==> src/rtl/ns_conv_pkg.sv <==
package ns_conv_pkg;

  localparam int MODE_W = 3;

  typedef enum logic [1:0] {
    ST_IDLE,
    ST_ISSUE,
    ST_WAIT,
    ST_FIT
  } conv_state_e;

  // Non-monotonic field encoding of the scale factor 2**doublings.
  function automatic logic [1:0] scale_encode(input int unsigned doublings);
    case (doublings)
      0:       return 2'd1;
      1:       return 2'd2;
      2:       return 2'd0;
      default: return 2'd3;
    endcase
  endfunction

endpackage

==> src/rtl/ns_mode_table.sv <==
module ns_mode_table
  import ns_conv_pkg::*;
#(
  parameter int NS_W = 8
) (
  input  logic [MODE_W-1:0] mode_sel,
  output logic [NS_W-1:0]   setup_ns,
  output logic [NS_W-1:0]   strobe_ns,
  output logic [NS_W-1:0]   hold_ns
);

  always_comb begin
    case (mode_sel)
      3'd1: begin setup_ns = NS_W'(50); strobe_ns = NS_W'(125); hold_ns = NS_W'(15); end
      3'd2: begin setup_ns = NS_W'(30); strobe_ns = NS_W'(100); hold_ns = NS_W'(10); end
      3'd3: begin setup_ns = NS_W'(30); strobe_ns = NS_W'(80);  hold_ns = NS_W'(10); end
      3'd4: begin setup_ns = NS_W'(25); strobe_ns = NS_W'(70);  hold_ns = NS_W'(10); end
      3'd5: begin setup_ns = NS_W'(15); strobe_ns = NS_W'(65);  hold_ns = NS_W'(10); end
      3'd6: begin setup_ns = NS_W'(10); strobe_ns = NS_W'(55);  hold_ns = NS_W'(10); end
      // mode 0 and any unknown number
      default: begin setup_ns = NS_W'(70); strobe_ns = NS_W'(165); hold_ns = NS_W'(20); end
    endcase
  end

endmodule

==> src/rtl/ns_cycle_divider.sv <==
module ns_cycle_divider #(
  parameter int P_W     = 20,
  parameter int DIVISOR = 1000
) (
  input  logic           clk,
  input  logic           rst_n,
  input  logic           start,
  input  logic [P_W-1:0] dividend,
  output logic           done,
  output logic [P_W-1:0] quotient
);

  localparam int T_W = $clog2(DIVISOR) + 1;   // trial remainder width
  localparam int R_W = T_W - 1;               // held remainder width
  localparam int C_W = $clog2(P_W + 1);

  logic [P_W-1:0] dend_q;
  logic [R_W-1:0] rem_q;
  logic [C_W-1:0] left_q;
  logic           busy_q;
  logic [T_W-1:0] trial;
  logic [T_W-1:0] trial_sub;
  logic           fits;

  assign trial     = {rem_q, dend_q[P_W-1]};
  assign fits      = trial >= T_W'(DIVISOR);
  assign trial_sub = fits ? (trial - T_W'(DIVISOR)) : trial;

  always_ff @(posedge clk or negedge rst_n) begin
    if (!rst_n) begin
      dend_q   <= '0;
      rem_q    <= '0;
      left_q   <= '0;
      busy_q   <= 1'b0;
      done     <= 1'b0;
      quotient <= '0;
    end else if (start && !busy_q) begin
      dend_q   <= dividend;
      rem_q    <= '0;
      left_q   <= C_W'(P_W);
      busy_q   <= 1'b1;
      done     <= 1'b0;
      quotient <= '0;
    end else if (busy_q) begin
      dend_q   <= {dend_q[P_W-2:0], 1'b0};
      rem_q    <= trial_sub[R_W-1:0];
      quotient <= {quotient[P_W-2:0], fits};
      left_q   <= left_q - 1'b1;
      if (left_q == C_W'(1)) begin
        busy_q <= 1'b0;
        done   <= 1'b1;
      end
    end else begin
      done <= 1'b0;
    end
  end

endmodule

==> src/rtl/ns_cycle_converter.sv <==
module ns_cycle_converter
  import ns_conv_pkg::*;
#(
  parameter int NS_W          = 8,
  parameter int MHZ_W         = 11,
  parameter int CNT_W         = 6,
  parameter int N_INT         = 7,
  parameter int SETUP_IDX     = 0,
  parameter int STROBE_IDX    = 1,
  parameter int HOLD_IDX      = 6,
  parameter int MAX_DOUBLINGS = 3,
  parameter int DIVISOR       = 1000
) (
  input  logic                     clk,
  input  logic                     rst_n,
  input  logic [MHZ_W-1:0]         clk_mhz,
  input  logic [N_INT*NS_W-1:0]    ns_in,
  input  logic                     use_mode,
  input  logic [MODE_W-1:0]        mode_sel,
  input  logic                     in_valid,
  output logic                     in_ready,
  output logic [N_INT*CNT_W-1:0]   cnt_out,
  output logic [MAX_DOUBLINGS:0]   scale_mult,
  output logic [1:0]               scale_code,
  output logic                     overflow,
  output logic                     done
);

  localparam int P_W       = NS_W + MHZ_W + 1;
  localparam int IDX_W     = $clog2(N_INT);
  localparam int SH_W      = $clog2(MAX_DOUBLINGS + 1);
  localparam int FIT_LIMIT = 1 << CNT_W;
  localparam int FIELD_MAX = FIT_LIMIT - 1;

  conv_state_e    state_q;
  logic [IDX_W-1:0] idx_q;
  logic [SH_W-1:0]  shift_q;
  logic [NS_W-1:0]  lat_ns   [N_INT];
  logic [NS_W-1:0]  sel_ns   [N_INT];
  logic [P_W-1:0]   work_q   [N_INT];
  logic [MHZ_W-1:0] lat_mhz;
  logic [NS_W-1:0]  tbl_setup, tbl_strobe, tbl_hold;
  logic [P_W-1:0]   dividend;
  logic [P_W-1:0]   quotient;
  logic             div_start, div_done;
  logic             accept, strobe_big, can_halve;

  ns_mode_table #(.NS_W(NS_W)) i_mode_table (
    .mode_sel  (mode_sel),
    .setup_ns  (tbl_setup),
    .strobe_ns (tbl_strobe),
    .hold_ns   (tbl_hold)
  );

  // Interval source selection: table entries replace three intervals.
  for (genvar k = 0; k < N_INT; k++) begin : g_sel
    if (k == SETUP_IDX) begin : g_setup
      assign sel_ns[k] = use_mode ? tbl_setup : ns_in[k*NS_W +: NS_W];
    end else if (k == STROBE_IDX) begin : g_strobe
      assign sel_ns[k] = use_mode ? tbl_strobe : ns_in[k*NS_W +: NS_W];
    end else if (k == HOLD_IDX) begin : g_hold
      assign sel_ns[k] = use_mode ? tbl_hold : ns_in[k*NS_W +: NS_W];
    end else begin : g_raw
      assign sel_ns[k] = ns_in[k*NS_W +: NS_W];
    end
  end

  assign in_ready  = (state_q == ST_IDLE);
  assign accept    = in_valid && in_ready;
  assign div_start = (state_q == ST_ISSUE);
  // ceil(ns*MHz/DIVISOR) as floor((ns*MHz + DIVISOR-1)/DIVISOR)
  assign dividend  = P_W'(lat_ns[idx_q]) * P_W'(lat_mhz) + P_W'(DIVISOR - 1);

  ns_cycle_divider #(.P_W(P_W), .DIVISOR(DIVISOR)) i_divider (
    .clk      (clk),
    .rst_n    (rst_n),
    .start    (div_start),
    .dividend (dividend),
    .done     (div_done),
    .quotient (quotient)
  );

  assign strobe_big = work_q[STROBE_IDX] >= P_W'(FIT_LIMIT);
  assign can_halve  = shift_q != SH_W'(MAX_DOUBLINGS);

  always_ff @(posedge clk or negedge rst_n) begin
    if (!rst_n) begin
      state_q  <= ST_IDLE;
      idx_q    <= '0;
      shift_q  <= '0;
      lat_mhz  <= '0;
      overflow <= 1'b0;
      done     <= 1'b0;
      for (int k = 0; k < N_INT; k++) begin
        lat_ns[k] <= '0;
        work_q[k] <= '0;
      end
    end else begin
      done <= 1'b0;
      case (state_q)
        ST_IDLE: begin
          if (accept) begin
            lat_mhz  <= clk_mhz;
            idx_q    <= '0;
            shift_q  <= '0;
            overflow <= 1'b0;
            for (int k = 0; k < N_INT; k++) lat_ns[k] <= sel_ns[k];
            state_q  <= ST_ISSUE;
          end
        end
        ST_ISSUE: state_q <= ST_WAIT;
        ST_WAIT: begin
          if (div_done) begin
            work_q[idx_q] <= (quotient == '0) ? '0 : quotient - 1'b1;
            if (idx_q == IDX_W'(N_INT - 1)) begin
              state_q <= ST_FIT;
            end else begin
              idx_q   <= idx_q + 1'b1;
              state_q <= ST_ISSUE;
            end
          end
        end
        ST_FIT: begin
          if (strobe_big && can_halve) begin
            for (int k = 0; k < N_INT; k++)
              work_q[k] <= (work_q[k] >> 1) + P_W'(work_q[k][0]);
            shift_q <= shift_q + 1'b1;
          end else begin
            overflow <= strobe_big;
            done     <= 1'b1;
            state_q  <= ST_IDLE;
          end
        end
        default: state_q <= ST_IDLE;
      endcase
    end
  end

  // Field packing with saturation at the all-ones code.
  for (genvar k = 0; k < N_INT; k++) begin : g_out
    assign cnt_out[k*CNT_W +: CNT_W] =
      (work_q[k] > P_W'(FIELD_MAX)) ? {CNT_W{1'b1}} : work_q[k][CNT_W-1:0];
  end

  assign scale_mult = (MAX_DOUBLINGS+1)'(1) << shift_q;
  assign scale_code = scale_encode(int'(shift_q));

endmodule

==> config.mk <==
export PLATFORM = sky130hd
export DESIGN_NAME = ns_cycle_converter
export DESIGN_NICKNAME = d
export VERILOG_FILES = /design/src/rtl/ns_conv_pkg.sv /design/src/rtl/ns_mode_table.sv /design/src/rtl/ns_cycle_divider.sv /design/src/rtl/ns_cycle_converter.sv
export SDC_FILE = /design/constraint.sdc
export NUM_CORES = 1
export LEC_CHECK = 0
export ABC_AREA = 1
export BUFFER_PORTS_ARGS = -buffer_cell sky130_fd_sc_hd__buf_2
export CAP_MARGIN = 20
export CORE_MARGIN = 2
export CORE_UTILIZATION = 45
export DETAILED_ROUTE_END_ITERATION = 10
export PLACE_DENSITY = 0.61
export SLEW_MARGIN = 20
export SYNTH_ARGS = -nofsm -noshare
export SYNTH_HDL_FRONTEND = slang
export SYNTH_SLANG_ARGS = --single-unit
==> constraint.sdc <==
create_clock -name clk -period 6.8 [get_ports clk]
set_input_delay 1.36 -clock clk [delete_from_list [all_inputs] [get_ports clk]]
set_output_delay 1.36 -clock clk [all_outputs]
set_load 0.03 [all_outputs]
# [Word-level counts from Yosys, hierarchy flattened]
# Cells that the tools add are included.
[word_totals] ff_bits=273 inputBits=74 out_inout_bits=51 word_cells=149
[classes] n_addsub=13 mul=1 order_cmp=11 n_eq_ne=20 shifts=1 n_mux=56 bitwise=1 n_reduce_logical=20
[op_table] operator="two-way mux 140 bit" n=2
[op_table] operator="case mux 140 bit (2 select lines)" n=1
[op_table] operator="adder 19 x 1 -> 20 bit" n=7
[op_table] operator="bitwise mux 140 bit" n=1
[op_table] operator="greater-than comparator 20 x 6 -> 1 bit (second input constant)" n=7
[op_table] operator="two-way mux 20 bit" n=6
[op_table] operator="demux 20 bit (select 3 bit)" n=1
[op_table] operator="case mux 8 bit (6 select lines)" n=1
[op_table] operator="two-way mux 6 bit" n=7
[op_table] operator="two-way mux 8 bit" n=5
[op_table] operator="case mux 7 bit (5 select lines)" n=1
[op_table] operator="two-way mux 10 bit" n=3
[op_table] operator="binary-select mux 8 bit (select 3 bit)" n=1
[op_table] operator="adder 19 x 10 -> 20 bit (second input constant)" n=1
[op_table] operator="greater-or-equal comparator 20 x 7 -> 1 bit (second input constant)" n=1
[op_table] operator="zero test 20 bit" n=1
[op_table] operator="subtractor 20 x 1 -> 20 bit (second input constant)" n=1
[op_table] operator="multiplier 8 x 11 -> 19 bit" n=1
[op_table] operator="equality test 3 bit (second input constant)" n=4
[op_table] operator="two-way mux 2 bit" n=6
[op_table] operator="AND reduction 3 bit" n=4
[op_table] operator="greater-or-equal comparator 11 x 10 -> 1 bit (second input constant)" n=1
[op_table] operator="two-way mux 1 bit" n=10
[op_table] operator="two-way mux 5 bit" n=2
[op_table] operator="other kinds (31)" n=48

# [Longest topological paths before layout]
[depth] ltp_word=8 mapped_depth=30 ltp_nobuf=29

# [Cells and area by module]
# From an unflattened synthesis, not the netlist that was laid out.
[hier_totals] cells_unflattened=2998 hier_area_um2=20865.0
[by_module_without_submodules] module="ns_cycle_converter" instances=1 cells_each=2677 area_each_um2=18131.1 seq_area_each_um2=5405.2
[by_module_without_submodules] module="ns_cycle_divider" instances=1 cells_each=283 area_each_um2=2503.7 seq_area_each_um2=1426.4
[by_module_without_submodules] module="ns_mode_table" instances=1 cells_each=38 area_each_um2=230.2 seq_area_each_um2=0.0

# [Worst setup path after synthesis]
# OpenSTA, ideal clock, no wires.
[synth_path] path_type="flip-flop to flip-flop" start="register idx_q[0]" end="register i_divider.dend_q[17]" setup_ps=121 t_arrival_ps=4595 required_ps=6679 path_slack_ps=2083 path_stages_with_launch=24 n_path_buf=1 synth_period_minus_slack_ps=4717 cell_sequence="dfrtp_1 inv_2 buf_6 nand2_4 nor2_1 a211oi_1 nand2_1 inv_2 nor2_1 fa_1 fa_1 fa_1 inv_1 fa_1 inv_1 ha_1 nand2_1 inv_1 a21oi_1 nor2_1 nor2_1 nand3b_1 nand3_1 nand2_1"
[synth_between] elab_chain_cells=7
[synth_lines] element="start, declared" line="ns_cycle_converter.sv:36" rtl="logic [IDX_W-1:0] idx_q;"
[synth_lines] element="start signal, assigned" line="ns_cycle_converter.sv:118" rtl="idx_q <= idx_q + 1'b1;"
[synth_lines] element="NOT 3 -> 4 bit (not written as such)" line="ns_cycle_converter.sv:72" rtl="assign dividend = P_W'(lat_ns[idx_q]) * P_W'(lat_mhz) + P_W'(DIVISOR - 1);"
[synth_lines] element="binary-select mux 8 bit (select 3 bit)" line="ns_cycle_converter.sv:72"
[synth_lines] element="two-way mux 8 bit (not written as such) (2 in a row)" line="ns_cycle_converter.sv:72"
[synth_lines] element="multiplier 8 x 11 -> 19 bit" line="ns_cycle_converter.sv:72"
[synth_lines] element="adder 19 x 10 -> 20 bit" line="ns_cycle_converter.sv:72"
[synth_lines] element="two-way mux 20 bit" line="ns_cycle_divider.sv:37" rtl="end else if (start && !busy_q) begin"
[synth_lines] element="end signal, assigned" line="ns_cycle_divider.sv:38" rtl="dend_q <= dividend;"
[synth_lines] element="end signal, assigned" line="ns_cycle_divider.sv:45" rtl="dend_q <= {dend_q[P_W-2:0], 1'b0};"
[synth_lines] element="end, declared" line="ns_cycle_divider.sv:17" rtl="logic [P_W-1:0] dend_q;"
# No other way between the ends. The select of a mux whose other input is x is not followed.
# A chain may end at the register's enable or synchronous reset.

# [Final worst setup path]
# Ends and elaborated chain as after synthesis.

==> impl_metrics.ini <==
[synth]
yosysWarnings = 0
synth_nets = 3149
netlist_area_sq_um = 20400
synth_edf_count = 0
yosys_most_used_dff = dfrtp_1
synthCells = 2940
synth_cell_types = 54
syn_avg_cell_area_sq_um = 6.94
synth-seq-cells = 273
seq_area_frac_synth_pct = 33.5
async_flop_share_pct = 100

[critical_path]
r2r_cells = 22
crit_path_start_kind = flip-flop
crit_buf_inv = 5
cp.required_ns = 7.23
timing.reg2reg.setup_slack_ns = 1.29
critPathCapture = i_divider.dend_q[17]
endpoint_kind = flip-flop
crit_path_start = idx_q[0]
crit_chain = inv_2 > nand3_2 > nor2_1 > a211oi_1 > nand2_1 > inv_2 > nor2_1 > fa_1 > fa_1 > fa_1 > inv_1 > fa_1 > inv_1 > ha_1 > nand2_1 > inv_1 > a21oi_1 > nor2_1 > nor2_1 > nand3b_1 > nand3_1 > nand2_1
worstSetupPathType = flip-flop to flip-flop
crit_fanout = 14
r2r_start = idx_q[0]
cp.arrival_ns = 5.94
worst-path-stages = 22
r2r_end = i_divider.dend_q[17]
max_stage_delay_ns = 0.67
critical-path-slowest-cell = dfrtp_1
critical_path.top_delay_family = adder cells

[clocking]
post_cts_buffers = 0
clkTransAtPathRegs_ns = 0.06
h-tree-depth = 2
cts_hold_buffers = 0
cts-root-buf = clkbuf_16
cts_tree = done
clock_latency_ns = 0.55
cts_buffers = 35
cts_resized = 0
cts_buffer_depth = 3
cts_sinks = 273

[cells_and_area]
nets = 3232
drive_gt1_share_pct = 8.60
fillCellCount = 4618
multiInputGateArea_sq_um = 11600
seq_area_sq_um = 6830
design_area_sq_um = 22600
syn2layout_area_growth_pct = 10.9

[global_routing]
grt_pass1_vias = 18800
gr-usage-met1_pct = 36.1
grt_max_degree = 164
groute.usage.overall_pct = 26.0
grt_pass1_wl_mm = 98.4
grt-ovfl-total = 0
grt_most_used_layer = met2
grt_use_met2_pct = 41.4
antenna_found_initial = 1
grt_use_met3_pct = 3.38

[timing]
fin_crit_ns = 5.51
worst_clock_skew_ns = 0.0166
post-route-period-util_pct = 81.0
setup-tns-final_ns = 0
setup_viol_count_final = 0
drv_slew = 0
worst_hold_slack_ns = 0.484
tightest_slew_ns = 1.03
max_freq_mhz = 182
slew_headroom_pct = 30.7
setup_slack_ns = 1.29
rsz0062_at_grt = no
hold_violations = 0

[route]
viasPerCell = 5.40
vias = 19700
antenna_left = 0
first_iter_violations = 1614
firstDrtPassIters = 6
drc = 0
wl_per_cell_microns = 16.6
wl_mm = 60.6

[floorplanning]
dieArea_sq_um = 47000
start_util_pct = 45.2
ios = 125
core_area_sq_um = 45100
die_h_microns = 217
num_rows = 78
fp.dieW_microns = 217

[outcome]
status = completed

[power_and_ir_drop]
p_per_area_nw_per_um2 = 165
irDropWorstVdd_mv = 0.162
power.total_mw = 3.73
p_leak_nw = 11.2

[job]
max_cap_violations = 0

[min_path]
hp-class = flip-flop to flip-flop
hp-start = i_divider.dend_q[0]

[placement]
post-place-ws_ns = 1.28
postPlaceCellArea_sq_um = 21400
gp_congestion = 0.923
hpwl_mm = 43.1
port_buffers = 124
## cell type report
class / instances / share of cell area [%]
clock buffer: 52 / 4.70
tap: 600 / 3.32
sequential: 273 / 30.2
inverter: 384 / 6.45
timing repair buffer: 130 / 3.04
clock inverter: 10 / 0.819
multi-input combinational: 2199 / 51.4
antenna: 1 / 0.0111
## power by group
part	internal [mW]	total, mW	switching [mW]
Combinational	0.0194	0.0681	0.0486
Sequential	1.63	1.63	0.000366
Clock	1.27	2.04	0.767
Total	2.91	3.73	0.816
## through the flow
stage	cells	util [%]
3_3_place_gp	3586	47.4
6_report	3649	50.1
2_1_floorplan	2940	-
4_1_cts	3648	50.1
5_1_grt	3648	50.1
3_5_place_dp	3586	47.4
## sequential cells by signal (all words and copies together) (netlist names), 2 cells and up
name,count
work_q,140
lat_ns,56
i_divider.dend_q,20
i_divider.quotient,20
lat_mhz,11
i_divider.rem_q,10
i_divider.left_q,5
idx_q,3
shift_q,2
state_q,2
## worst min path at each step
stage / slack (ns) / to / cells after the start
after floorplan: 0.45 / work_q[78] / 2
after global placement: 0.47 / i_divider.dend_q[0] / 2
after detailed placement: 0.47 / lat_ns[19] / 2
after CTS: 0.49 / lat_ns[19] / 2
after global routing: 0.51 / lat_ns[19] / 2
final: 0.48 / i_divider.dend_q[0] / 2
## worst register-to-register path, cell delays in order (launching register included)
cell and delay [ns]:
dfrtp_1 0.67, inv_2 0.29, nand3_2 0.23, nor2_1 0.06, a211oi_1 0.20, nand2_1 0.27, inv_2 0.18, nor2_1 0.08
fa_1 0.50, fa_1 0.54, fa_1 0.55, inv_1 0.05, fa_1 0.52, inv_1 0.04, ha_1 0.35, nand2_1 0.17
inv_1 0.05, a21oi_1 0.23, nor2_1 0.06, nor2_1 0.12, nand3b_1 0.09, nand3_1 0.08, nand2_1 0.06
## kinds of logic after synthesis
logic type,synth area share (%)
and+or+nand+nor,32.5
AOI/OAI and AO/OA,12.8
buffers and inverters,9.55
DFF,33.5
adders and majority gates,10.4
xor gates and xnor gates,1.29
## cell usage after synthesis, types with 38 or more instances
cell / number / area (sq um)
nand2_1: 969 / 3640
inv_1: 358 / 1340
dfrtp_1: 273 / 6830
nor2_1: 266 / 998
o21ai_0: 258 / 1290
nand3_1: 150 / 751
a21oi_1: 80 / 400
ha_1: 77 / 963
nand4_1: 72 / 450
fa_1: 58 / 1160
o22ai_1: 41 / 257
o21ai_1: 38 / 190
## layout by cell type (no fill, tap or decap), drive strengths merged, types with 2 or more instances in the layout
master    count
ha           77
buf         130
a221oi        3
xnor2         6
nor2        283
clkbuf       52
o21bai        5
a211oi        6
or2           3
xor2         24
clkinvlp      4
nand3       164
bufinv        5
nor4          8
o211ai        5
a22oi        25
nand2       979
fa           58
a31oi         3
clkinv        4
nand4        73
o22ai        41
and2          2
o21ai       297
a21oi        80
inv         381
o31ai         2
a21boi        6
nor3         35
nand3b        8
o21a          2
dfrtp       273
## per-layer routing
layer	wire, microns	vias up	share of wire [%]
met5	13	-	0.021
met4	2010	2	3.3
met3	3780	110	6.2
met2	27600	615	45
met1	27300	9325	45
li1	-	9648	-
Power figures use the tool's default switching activity.
